**src/rtl/fdc_sw_pkg.sv**
```systemverilog
package fdc_sw_pkg;

  typedef enum logic [1:0] {
    ACT_SHIFT_RD = 2'b00,
    ACT_SHIFT_WR = 2'b01,
    ACT_SENSE    = 2'b10,
    ACT_LOAD_WR  = 2'b11
  } latch_act_e;

  localparam int WIN_AW   = 4;
  localparam int N_PHASES = 4;

  function automatic latch_act_e act_of(input logic load_b, input logic write_b);
    return latch_act_e'({load_b, write_b});
  endfunction

endpackage

```
**src/rtl/fdc_phase_bank.sv**
```systemverilog
module fdc_phase_bank #(
  parameter int NUM_DRIVES = 2,
  parameter int N_PH       = 4
) (
  input  logic                       clk,
  input  logic                       rst,
  input  logic                       upd,
  input  logic                       sel,
  input  logic [$clog2(N_PH)-1:0]    idx,
  input  logic                       val,
  output logic [NUM_DRIVES*N_PH-1:0] phases
);

  for (genvar d = 0; d < NUM_DRIVES; d++) begin : g_drive
    localparam logic DSEL = 1'(d);
    logic [N_PH-1:0] ph_q;

    always_ff @(posedge clk) begin
      if (rst) begin
        ph_q <= '0;
      end else if (upd && sel == DSEL && d < 2) begin
        ph_q[idx] <= val;
      end
    end

    assign phases[d*N_PH +: N_PH] = ph_q;
  end

endmodule

```
**src/rtl/fdc_power_sel.sv**
```systemverilog
module fdc_power_sel #(
  parameter int NUM_DRIVES = 2
) (
  input  logic                  clk,
  input  logic                  rst,
  input  logic                  pwr_upd,
  input  logic                  pwr_val,
  input  logic                  sel_upd,
  input  logic                  sel_val,
  output logic                  sel,
  output logic [NUM_DRIVES-1:0] pwr_en,
  output logic                  on_evt,
  output logic                  off_evt
);

  logic power_q, power_d, sel_d;

  always_comb begin
    power_d = pwr_upd ? pwr_val : power_q;
    sel_d   = sel_upd ? sel_val : sel;
  end

  always_ff @(posedge clk) begin
    if (rst) begin
      power_q <= 1'b0;
      sel     <= 1'b0;
      on_evt  <= 1'b0;
      off_evt <= 1'b0;
    end else begin
      power_q <= power_d;
      sel     <= sel_d;
      on_evt  <= power_d & ~power_q;
      off_evt <= ~power_d & power_q;
    end
  end

  for (genvar d = 0; d < NUM_DRIVES; d++) begin : g_en
    localparam logic DSEL = 1'(d);
    always_ff @(posedge clk) begin
      if (rst) pwr_en[d] <= 1'b0;
      else     pwr_en[d] <= power_d && (sel_d == DSEL) && (d < 2);
    end
  end

endmodule

```
**src/rtl/fdc_latch_unit.sv**
```systemverilog
module fdc_latch_unit
  import fdc_sw_pkg::*;
#(
  parameter int DATA_W = 8
) (
  input  logic              clk,
  input  logic              rst,
  input  logic              mode_upd,
  input  logic [1:0]        mode_sw,
  input  logic              is_wr,
  input  logic [DATA_W-1:0] wdata,
  input  logic [DATA_W-1:0] rdata_in,
  input  logic              wprot,
  input  logic              media_ok,
  output logic              mode_load,
  output logic              mode_write,
  output logic [DATA_W-1:0] latch_nxt,
  output logic              wr_valid,
  output logic [DATA_W-1:0] wr_data
);

  logic [DATA_W-1:0] latch_q;
  logic              load_d, write_d, wv_d;
  latch_act_e        act;

  always_comb begin
    load_d    = mode_load;
    write_d   = mode_write;
    latch_nxt = latch_q;
    wv_d      = 1'b0;
    if (mode_upd) begin
      if (mode_sw[1]) write_d = mode_sw[0];
      else            load_d  = mode_sw[0];
    end
    act = act_of(load_d, write_d);
    if (mode_upd && media_ok) begin
      unique case (act)
        ACT_SHIFT_RD: latch_nxt = rdata_in;
        ACT_SHIFT_WR: wv_d      = 1'b1;
        ACT_SENSE:    latch_nxt = {wprot, {(DATA_W-1){1'b0}}};
        ACT_LOAD_WR:  latch_nxt = is_wr ? wdata : '0;
        default:      latch_nxt = latch_q;
      endcase
    end
  end

  always_ff @(posedge clk) begin
    if (rst) begin
      mode_load  <= 1'b0;
      mode_write <= 1'b0;
      latch_q    <= '0;
      wr_valid   <= 1'b0;
      wr_data    <= '0;
    end else begin
      mode_load  <= load_d;
      mode_write <= write_d;
      latch_q    <= latch_nxt;
      wr_valid   <= wv_d;
      if (wv_d) wr_data <= latch_q;
    end
  end

endmodule

```
**src/rtl/fdc_switch_ctrl.sv**
```systemverilog
module fdc_switch_ctrl
  import fdc_sw_pkg::*;
#(
  parameter int DATA_W     = 8,
  parameter int NUM_DRIVES = 2
) (
  input  logic                           clk,
  input  logic                           rst,
  input  logic [WIN_AW-1:0]              acc_addr,
  input  logic                           acc_rd,
  input  logic                           acc_wr,
  input  logic [DATA_W-1:0]              acc_wdata,
  input  logic [DATA_W-1:0]              drv_rdata,
  input  logic                           drv_wprot,
  input  logic [NUM_DRIVES-1:0]          media_present,
  output logic [NUM_DRIVES*N_PHASES-1:0] phase_out,
  output logic [NUM_DRIVES-1:0]          pwr_en,
  output logic                           pwr_on_evt,
  output logic                           pwr_off_evt,
  output logic                           drv_sel,
  output logic                           mode_load,
  output logic                           mode_write,
  output logic                           drv_wr_valid,
  output logic [DATA_W-1:0]              drv_wdata,
  output logic [DATA_W-1:0]              bus_rdata
);

  logic              hit_phase, hit_pwr, hit_sel, hit_mode;
  logic [DATA_W-1:0] latch_nxt;

  always_comb begin
    hit_phase = acc_rd && !acc_addr[3];
    hit_pwr   = acc_rd && (acc_addr[3:1] == 3'b100);
    hit_sel   = acc_rd && (acc_addr[3:1] == 3'b101);
    hit_mode  = (acc_rd || acc_wr) && (acc_addr[3:2] == 2'b11);
  end

  fdc_phase_bank #(.NUM_DRIVES(NUM_DRIVES), .N_PH(N_PHASES)) u_phase (
    .clk    (clk),
    .rst    (rst),
    .upd    (hit_phase),
    .sel    (drv_sel),
    .idx    (acc_addr[2:1]),
    .val    (acc_addr[0]),
    .phases (phase_out)
  );

  fdc_power_sel #(.NUM_DRIVES(NUM_DRIVES)) u_power (
    .clk     (clk),
    .rst     (rst),
    .pwr_upd (hit_pwr),
    .pwr_val (acc_addr[0]),
    .sel_upd (hit_sel),
    .sel_val (acc_addr[0]),
    .sel     (drv_sel),
    .pwr_en  (pwr_en),
    .on_evt  (pwr_on_evt),
    .off_evt (pwr_off_evt)
  );

  fdc_latch_unit #(.DATA_W(DATA_W)) u_latch (
    .clk        (clk),
    .rst        (rst),
    .mode_upd   (hit_mode),
    .mode_sw    (acc_addr[1:0]),
    .is_wr      (acc_wr),
    .wdata      (acc_wdata),
    .rdata_in   (drv_rdata),
    .wprot      (drv_wprot),
    .media_ok   (media_present[drv_sel]),
    .mode_load  (mode_load),
    .mode_write (mode_write),
    .latch_nxt  (latch_nxt),
    .wr_valid   (drv_wr_valid),
    .wr_data    (drv_wdata)
  );

  always_ff @(posedge clk) begin
    if (rst)         bus_rdata <= '0;
    else if (acc_rd) bus_rdata <= acc_addr[0] ? '0 : latch_nxt;
  end

endmodule

```
**config.mk**
```make
export PLATFORM = sky130hd
export DESIGN_NAME = fdc_switch_ctrl
export DESIGN_NICKNAME = d
export VERILOG_FILES = /design/src/rtl/fdc_sw_pkg.sv /design/src/rtl/fdc_phase_bank.sv /design/src/rtl/fdc_power_sel.sv /design/src/rtl/fdc_latch_unit.sv /design/src/rtl/fdc_switch_ctrl.sv
export SDC_FILE = /design/constraint.sdc
export NUM_CORES = 1
export LEC_CHECK = 0
export BUFFER_PORTS_ARGS = -buffer_cell sky130_fd_sc_hd__buf_2
export CELL_PAD_IN_SITES_DETAIL_PLACEMENT = 1
export CELL_PAD_IN_SITES_GLOBAL_PLACEMENT = 1
export CORE_AREA = 3 3 78 80
export DETAILED_ROUTE_END_ITERATION = 10
export DIE_AREA = 0 0 81 83
export HOLD_SLACK_MARGIN = 0.06
export PLACE_DENSITY_LB_ADDON = 0.1
export RECOVER_POWER = 100
export SLEW_MARGIN = 15
export SYNTH_ARGS = -nofsm -noshare
export SYNTH_HDL_FRONTEND = slang
export SYNTH_SLANG_ARGS = --single-unit
```
**constraint.sdc**
```tcl
create_clock -name clk -period 1.5 [get_ports clk]
set_input_delay 0.075 -clock clk [delete_from_list [all_inputs] [get_ports clk]]
set_output_delay 0.075 -clock clk [all_outputs]
set_load 0.005 [all_outputs]
```
Word level (Yosys, flattened, before mapping)
Cells that the tools add are included.
{"block": "op_classes", "order_cmp": 3, "mux": 18, "shifts": 0, "multipliers": 0, "n_reduce_logical": 13, "addsub": 0, "n_div": 0, "n_eq_ne": 6, "bitwise_logic": 6}
{"operator": "$mux W8", "n": 3}
{"operator": "$pmux W8 S3", "n": 1}
{"operator": "$mux W1", "n": 11}
{"operator": "$logic_and A1 B1 Y1", "n": 10}
{"operator": "$bwmux W4", "n": 2}
{"operator": "$eq A2 B2 Y1 const B", "n": 3}
{"operator": "$eq A3 B3 Y1 const B", "n": 2}
{"operator": "$not A1 Y1", "n": 4}
{"operator": "$lt A2 B3 Y1 const B", "n": 1}
{"operator": "$and A1 B1 Y1", "n": 2}
{"operator": "$demux W1 S2", "n": 1}
{"operator": "$eq A2 B1 Y1 const B", "n": 1}
{"operator": "$ge A2 B1 Y1 const B", "n": 1}
{"operator": "$logic_not A2 Y1", "n": 1}
{"operator": "$lt A1 B2 Y1 const B", "n": 1}
{"operator": "$logic_not A1 Y1", "n": 1}
{"operator": "$logic_or A1 B1 Y1", "n": 1}
{"block": "word_totals", "out_inout_bits": 32, "memories": 0, "latchBits": 0, "romBits": 0, "ram_bits": 0, "elab_cells": 60, "input_bits": 27, "reg_bits": 41}

Depth between registers and ports, before layout
{"block": "depth", "word_depth": 7, "ltp_mapped": 6, "depth_no_buf": 4}

By module
From an unflattened synthesis, not the netlist that was laid out.
{"block": "hier_totals", "hier_cells": 189, "hier_area_um2": 1871.8}
{"mod": "fdc_latch_unit", "seq_area_each_um2": 380.4, "area_per_inst_um2": 917.1, "cells_per_inst": 100, "n_inst": 1}
{"mod": "fdc_phase_bank", "seq_area_each_um2": 160.2, "area_per_inst_um2": 386.6, "cells_per_inst": 34, "n_inst": 1}
{"mod": "fdc_switch_ctrl", "seq_area_each_um2": 160.2, "area_per_inst_um2": 384.1, "cells_per_inst": 41, "n_inst": 1}
{"mod": "fdc_power_sel", "seq_area_each_um2": 120.1, "area_per_inst_um2": 183.9, "cells_per_inst": 14, "n_inst": 1}

Worst setup path before layout
No wires, ideal clock.
{"block": "synth_path", "path_kind": "register to register", "startpoint": "reg u_latch.mode_write", "endpoint": "reg u_latch.wr_data[0]", "path_buffers": 1, "required_time_ns": 1.372, "arrival_time_ns": 1.352, "period_less_slack_ns": 1.480, "setup_time_ns": 0.128, "path_stages_with_launch": 6, "setup_slack_ns": 0.020, "cell_sequence": "dfxtp_1 or3b_4 a211oi_2 buf_6 mux2i_1 nor2_1"}
{"block": "synth_via", "elab_chain_len": 5}
{"element": "start, declared", "line": "fdc_latch_unit.sv:16", "text": "output logic mode_write,"}
{"element": "start signal, assigned", "line": "fdc_latch_unit.sv:56", "text": "mode_write <= write_d;"}
{"element": "$mux W1", "line": "fdc_latch_unit.sv:32", "text": "if (mode_sw[1]) write_d = mode_sw[0];"}
{"element": "$mux W1 (*)", "line": "fdc_latch_unit.sv:31", "text": "if (mode_upd) begin"}
{"element": "$eq A2 B1 Y1 (*)", "line": "fdc_latch_unit.sv:37", "text": "unique case (act)"}
{"element": "$mux W1 (*)", "line": "fdc_latch_unit.sv:37"}
{"element": "$mux W1 (*)", "line": "fdc_latch_unit.sv:36", "text": "if (mode_upd && media_ok) begin"}
{"element": "end signal, assigned", "line": "fdc_latch_unit.sv:59", "text": "if (wv_d) wr_data <= latch_q;"}
{"element": "end, declared", "line": "fdc_latch_unit.sv:19", "text": "output logic [DATA_W-1:0] wr_data"}
Mark *: on every way between the ends. The rest lies on a longest branch, timed or not.
A chain may end at the register's enable or synchronous reset.

Worst setup path in the final report
{"block": "layout_path", "startpoint": "reg u_latch.mode_write", "endpoint": "reg u_latch.wr_data[3]"}
The elaborated chain is that of the path after synthesis.

==> key figures <==
Synthesis
  – Post-Syn Instances: 199
  – Async SR Flop Fraction: 0
  – Yosys reg bits: 41
  – Synth Area per Inst: 9.066 um2
  – Synth Flop Type: dfxtp_1
  – Seq/Total Area, Yosys: 0.4549
  – Syn_nets: 226
  – Ys Warns: 0
  – Post-synthesis cell type count: 33
  – Post-synth EDFFs: 0
  – Mapped Area: 0.001804 mm2

Finish
  – Most frequent cells in the layout: buf_2 (46), dfxtp_1 (40), nor2_1 (27)
  – Most common cell after layout, fill and taps aside: buf_2
  – Fraction of layout cells with a size suffix above 1: 0.3173
  – Area growth syn-to-layout: 32.94%
  – Inserted Diodes: 0
  – Number of fill cells: 705
  – Final Net Count: 297
  – Final Core Density: 0.4383

Floorplan
  – Die ar.: 0.006723 mm2
  – Initial Util: 0.3297
  – Die Height: 83 um
  – Die width: 81 um
  – Core area: 0.005473 mm2
  – IO Count: 59
  – Num rows: 27

Worst setup path
  – Critical Path Slowest Stage Cell: or3b_4
  – End of the worst register-to-register path: u_latch.wr_data[3]$_SDFFE_PP0P_
  – Slowest stage delay, CP: 0.39 ns
  – Delay-heaviest family, CP: simple AND/OR/NAND/NOR gates
  – Crit path max fanout: 5
  – WS Path Type: reg -> reg
  – CP arrival: 1.71 ns
  – Critical-path cell list: or3b_4 > a211oi_4 > buf_6 > mux2i_1 > nor2_1
  – Worst Setup End Kind: register
  – Critical Path RT: 1.68 ns
  – Reg2Reg Depth: 5
  – Crit Reg-Reg Startpoint: u_latch.mode_write$_SDFF_PP0_
  – WP buf/inv: 1
  – CP startpoint kind: register
  – R2r setup slk: -0.03 ns

STA
  – Setup WS post-layout: -0.03072 ns
  – Fin crit period: 1.531 ns
  – Unrepaired setup endpoints after global routing: true
  – Worst clock skew: 0.002957 ns
  – Setup Viol. Count Final: 8
  – Slew Limit Headroom: 0.6904
  – Hold Vio Cnt, Final: 0
  – Slew Viols, Final: 0
  – Fmax: 0.6533 GHz
  – Tcrit/Tclk final: 1.020
  – Fin Setup TNS: -0.1561 ns
  – Worst Max-Slew Pin Slew: 0.4624 ns

Worst hold path
  – Worst Min Path Start: acc_addr[3]
  – Min-Delay Path Class: in -> reg
  – End point of the worst hold path: u_power.off_evt$_SDFF_PP0_
  – Min-Delay Path Depth: 3

CTS
  – CTS clock-pin slew for the worst setup and hold paths: 0.08 ns
  – CTS Buf Count: 5
  – # clock sinks: 41
  – Clk Latency, worst-skew pair: 0.30 ns
  – Number of H-tree levels: 2
  – Root Buffer: clkbuf_8
  – CTS tree: yes
  – CTS max path bufs: 2

Routing
  – Drt first-iter violations: 33
  – Vias: 1,665
  – Via-to-Cell Ratio: 4.854
  – Drt total wl: 5.095 mm
  – Post-DR wirelength/cell: 14.85 um
  – DRT antenna net count: 0
  – DRC violations left: 0
  – Drt pass-1 iters: 4

Placed design
  – IO Port Bufs: 58
  – Dpl hpwl: 3.829 mm
  – Global placer's final weighted congestion: 0.7257

Global route
  – Initial antenna violation count: 0
  – First-pass GRT wire length: 8.300 mm
  – GRT Total Usage: 0.1592
  – Vias in the first global route: 1,643
  – Largest net degree at the start of global routing: 31
  – GR Overflow Total: 0

Status
  – Failing checks: setup timing
  – Status: complete, but fails checks

Pwr
  – Pwr per Cell Area: 893.2 mW/mm2
  – Peak VDD IR: 363.7 uV
  – Leak: 0.9603 nW

Job
  – Number of max-cap violations: 0
-- stage by stage --
stage	setup WS (ns)	hold WS, ns	power, mW	cell area [um2]	cells
3_3_place_gp	0.02884	0.4038	1.356	2240	333
4_1_cts	0.001481	0.07990	2.167	2352	342
5_1_grt	-0.1203	0.1157	2.256	2399	343
2_1_floorplan	0.02006	0.1591	1.257	1804	199
3_5_place_dp	-0.02760	0.4034	1.357	2240	333
6_report	-0.03072	0.09200	2.142	2399	343
-- tightest hold or removal path, cell delays in order --
cell     delay, ns
buf_2         0.15
nand3_1       0.08
nor2_1        0.04
-- logic make-up (layout without fill, tap and decap cells) --
| group | count (synthesis) | in the layout | synth area share |
|---|---|---|---|
| AND/OR/NAND/NOR | 87 | 87 | 0.2476 |
| flip-flops | 41 | 41 | 0.4549 |
| AO/OA/AOI/OAI | 30 | 30 | 0.1075 |
| multiplexers | 25 | 25 | 0.1394 |
| buffers and inverters | 16 | 88 | 0.05062 |
-- cells in the mapped netlist (3+ instances only) --
cell | number | share of area
clkbuf_1 | 5 | 0.010
nand3b_1 | 4 | 0.017
a21oi_1 | 6 | 0.017
nor3b_1 | 3 | 0.012
nor3_1 | 3 | 0.0083
nand3_1 | 14 | 0.039
dfxtp_1 | 41 | 0.45
nand2b_1 | 8 | 0.028
nor2b_1 | 3 | 0.010
buf_2 | 7 | 0.019
buf_6 | 3 | 0.019
nor2_1 | 27 | 0.056
nand2_1 | 18 | 0.037
mux2i_1 | 24 | 0.13
a22oi_1 | 7 | 0.029
o21ai_0 | 9 | 0.025
-- sequential cells by signal, summed over array words and instances, names as in the netlist, 2 cells and up --
name                  flops
u_latch.latch_q           8
u_latch.wr_data           8
u_phase.g_drive.ph_q      8
bus_rdata                 8
u_power.pwr_en            2
-- layer usage --
layer | part of all wire | wire, um | vias to the layer above | track usage
met4 | 0.0092 | 47 | 0 | 0.05069
met3 | 0.053 | 269 | 7 | 0.04230
li1 | - | - | 829 | -
met2 | 0.51 | 2613 | 41 | 0.2651
met5 | 0 | 0 | - | 0
met1 | 0.42 | 2165 | 788 | 0.1965
-- worst max-delay path by stage --
| stage | startpoint | to | slack [ns] | cells after the start |
|---|---|---|---|---|
| 2_1_floorplan | u_latch.mode_write$_SDFF_PP0_ | u_latch.wr_data[0]$_SDFFE_PP0P_ | 0.02 | 5 |
| 3_3_place_gp | u_power.sel$_SDFF_PP0_ | bus_rdata[0]$_SDFFE_PP0P_ | 0.03 | 5 |
| 3_5_place_dp | u_latch.mode_write$_SDFF_PP0_ | u_latch.latch_q[7]$_SDFF_PP0_ | -0.03 | 5 |
| 4_1_cts | u_latch.mode_write$_SDFF_PP0_ | u_latch.latch_q[7]$_SDFF_PP0_ | 0.001 | 5 |
| 5_1_grt | u_latch.mode_write$_SDFF_PP0_ | u_latch.wr_data[7]$_SDFFE_PP0P_ | -0.12 | 5 |
| 6_report | u_latch.mode_write$_SDFF_PP0_ | u_latch.wr_data[3]$_SDFFE_PP0P_ | -0.03 | 5 |
-- repair_timing --
action,CTS,global route
gates resized for setup,1,22
setup buffers,1,1
hold buffers,0,0
pin swaps,2,8
endpoints found under the setup margin,2,22
-- power by group --
| part | internal (mW) | leakage (nW) | switching [mW] |
|---|---|---|---|
| combinational | 0.102 | 0.575 | 0.130 |
| clock | 0.416 | 0.0542 | 0.386 |
| sequential | 1.10 | 0.331 | 0.00763 |
-- layout make-up --
cell class	instances	area (um2)	area share
inverter	1	3.754	0.001565
sequential	41	822.0	0.3427
timing repair buffer	79	444.2	0.1852
clock buffer	7	96.34	0.04017
multi-input combinational	142	937.1	0.3907
tap	72	90.09	0.03756
clock inverter	1	5.005	0.002087
Power figures use the tool's default switching activity.
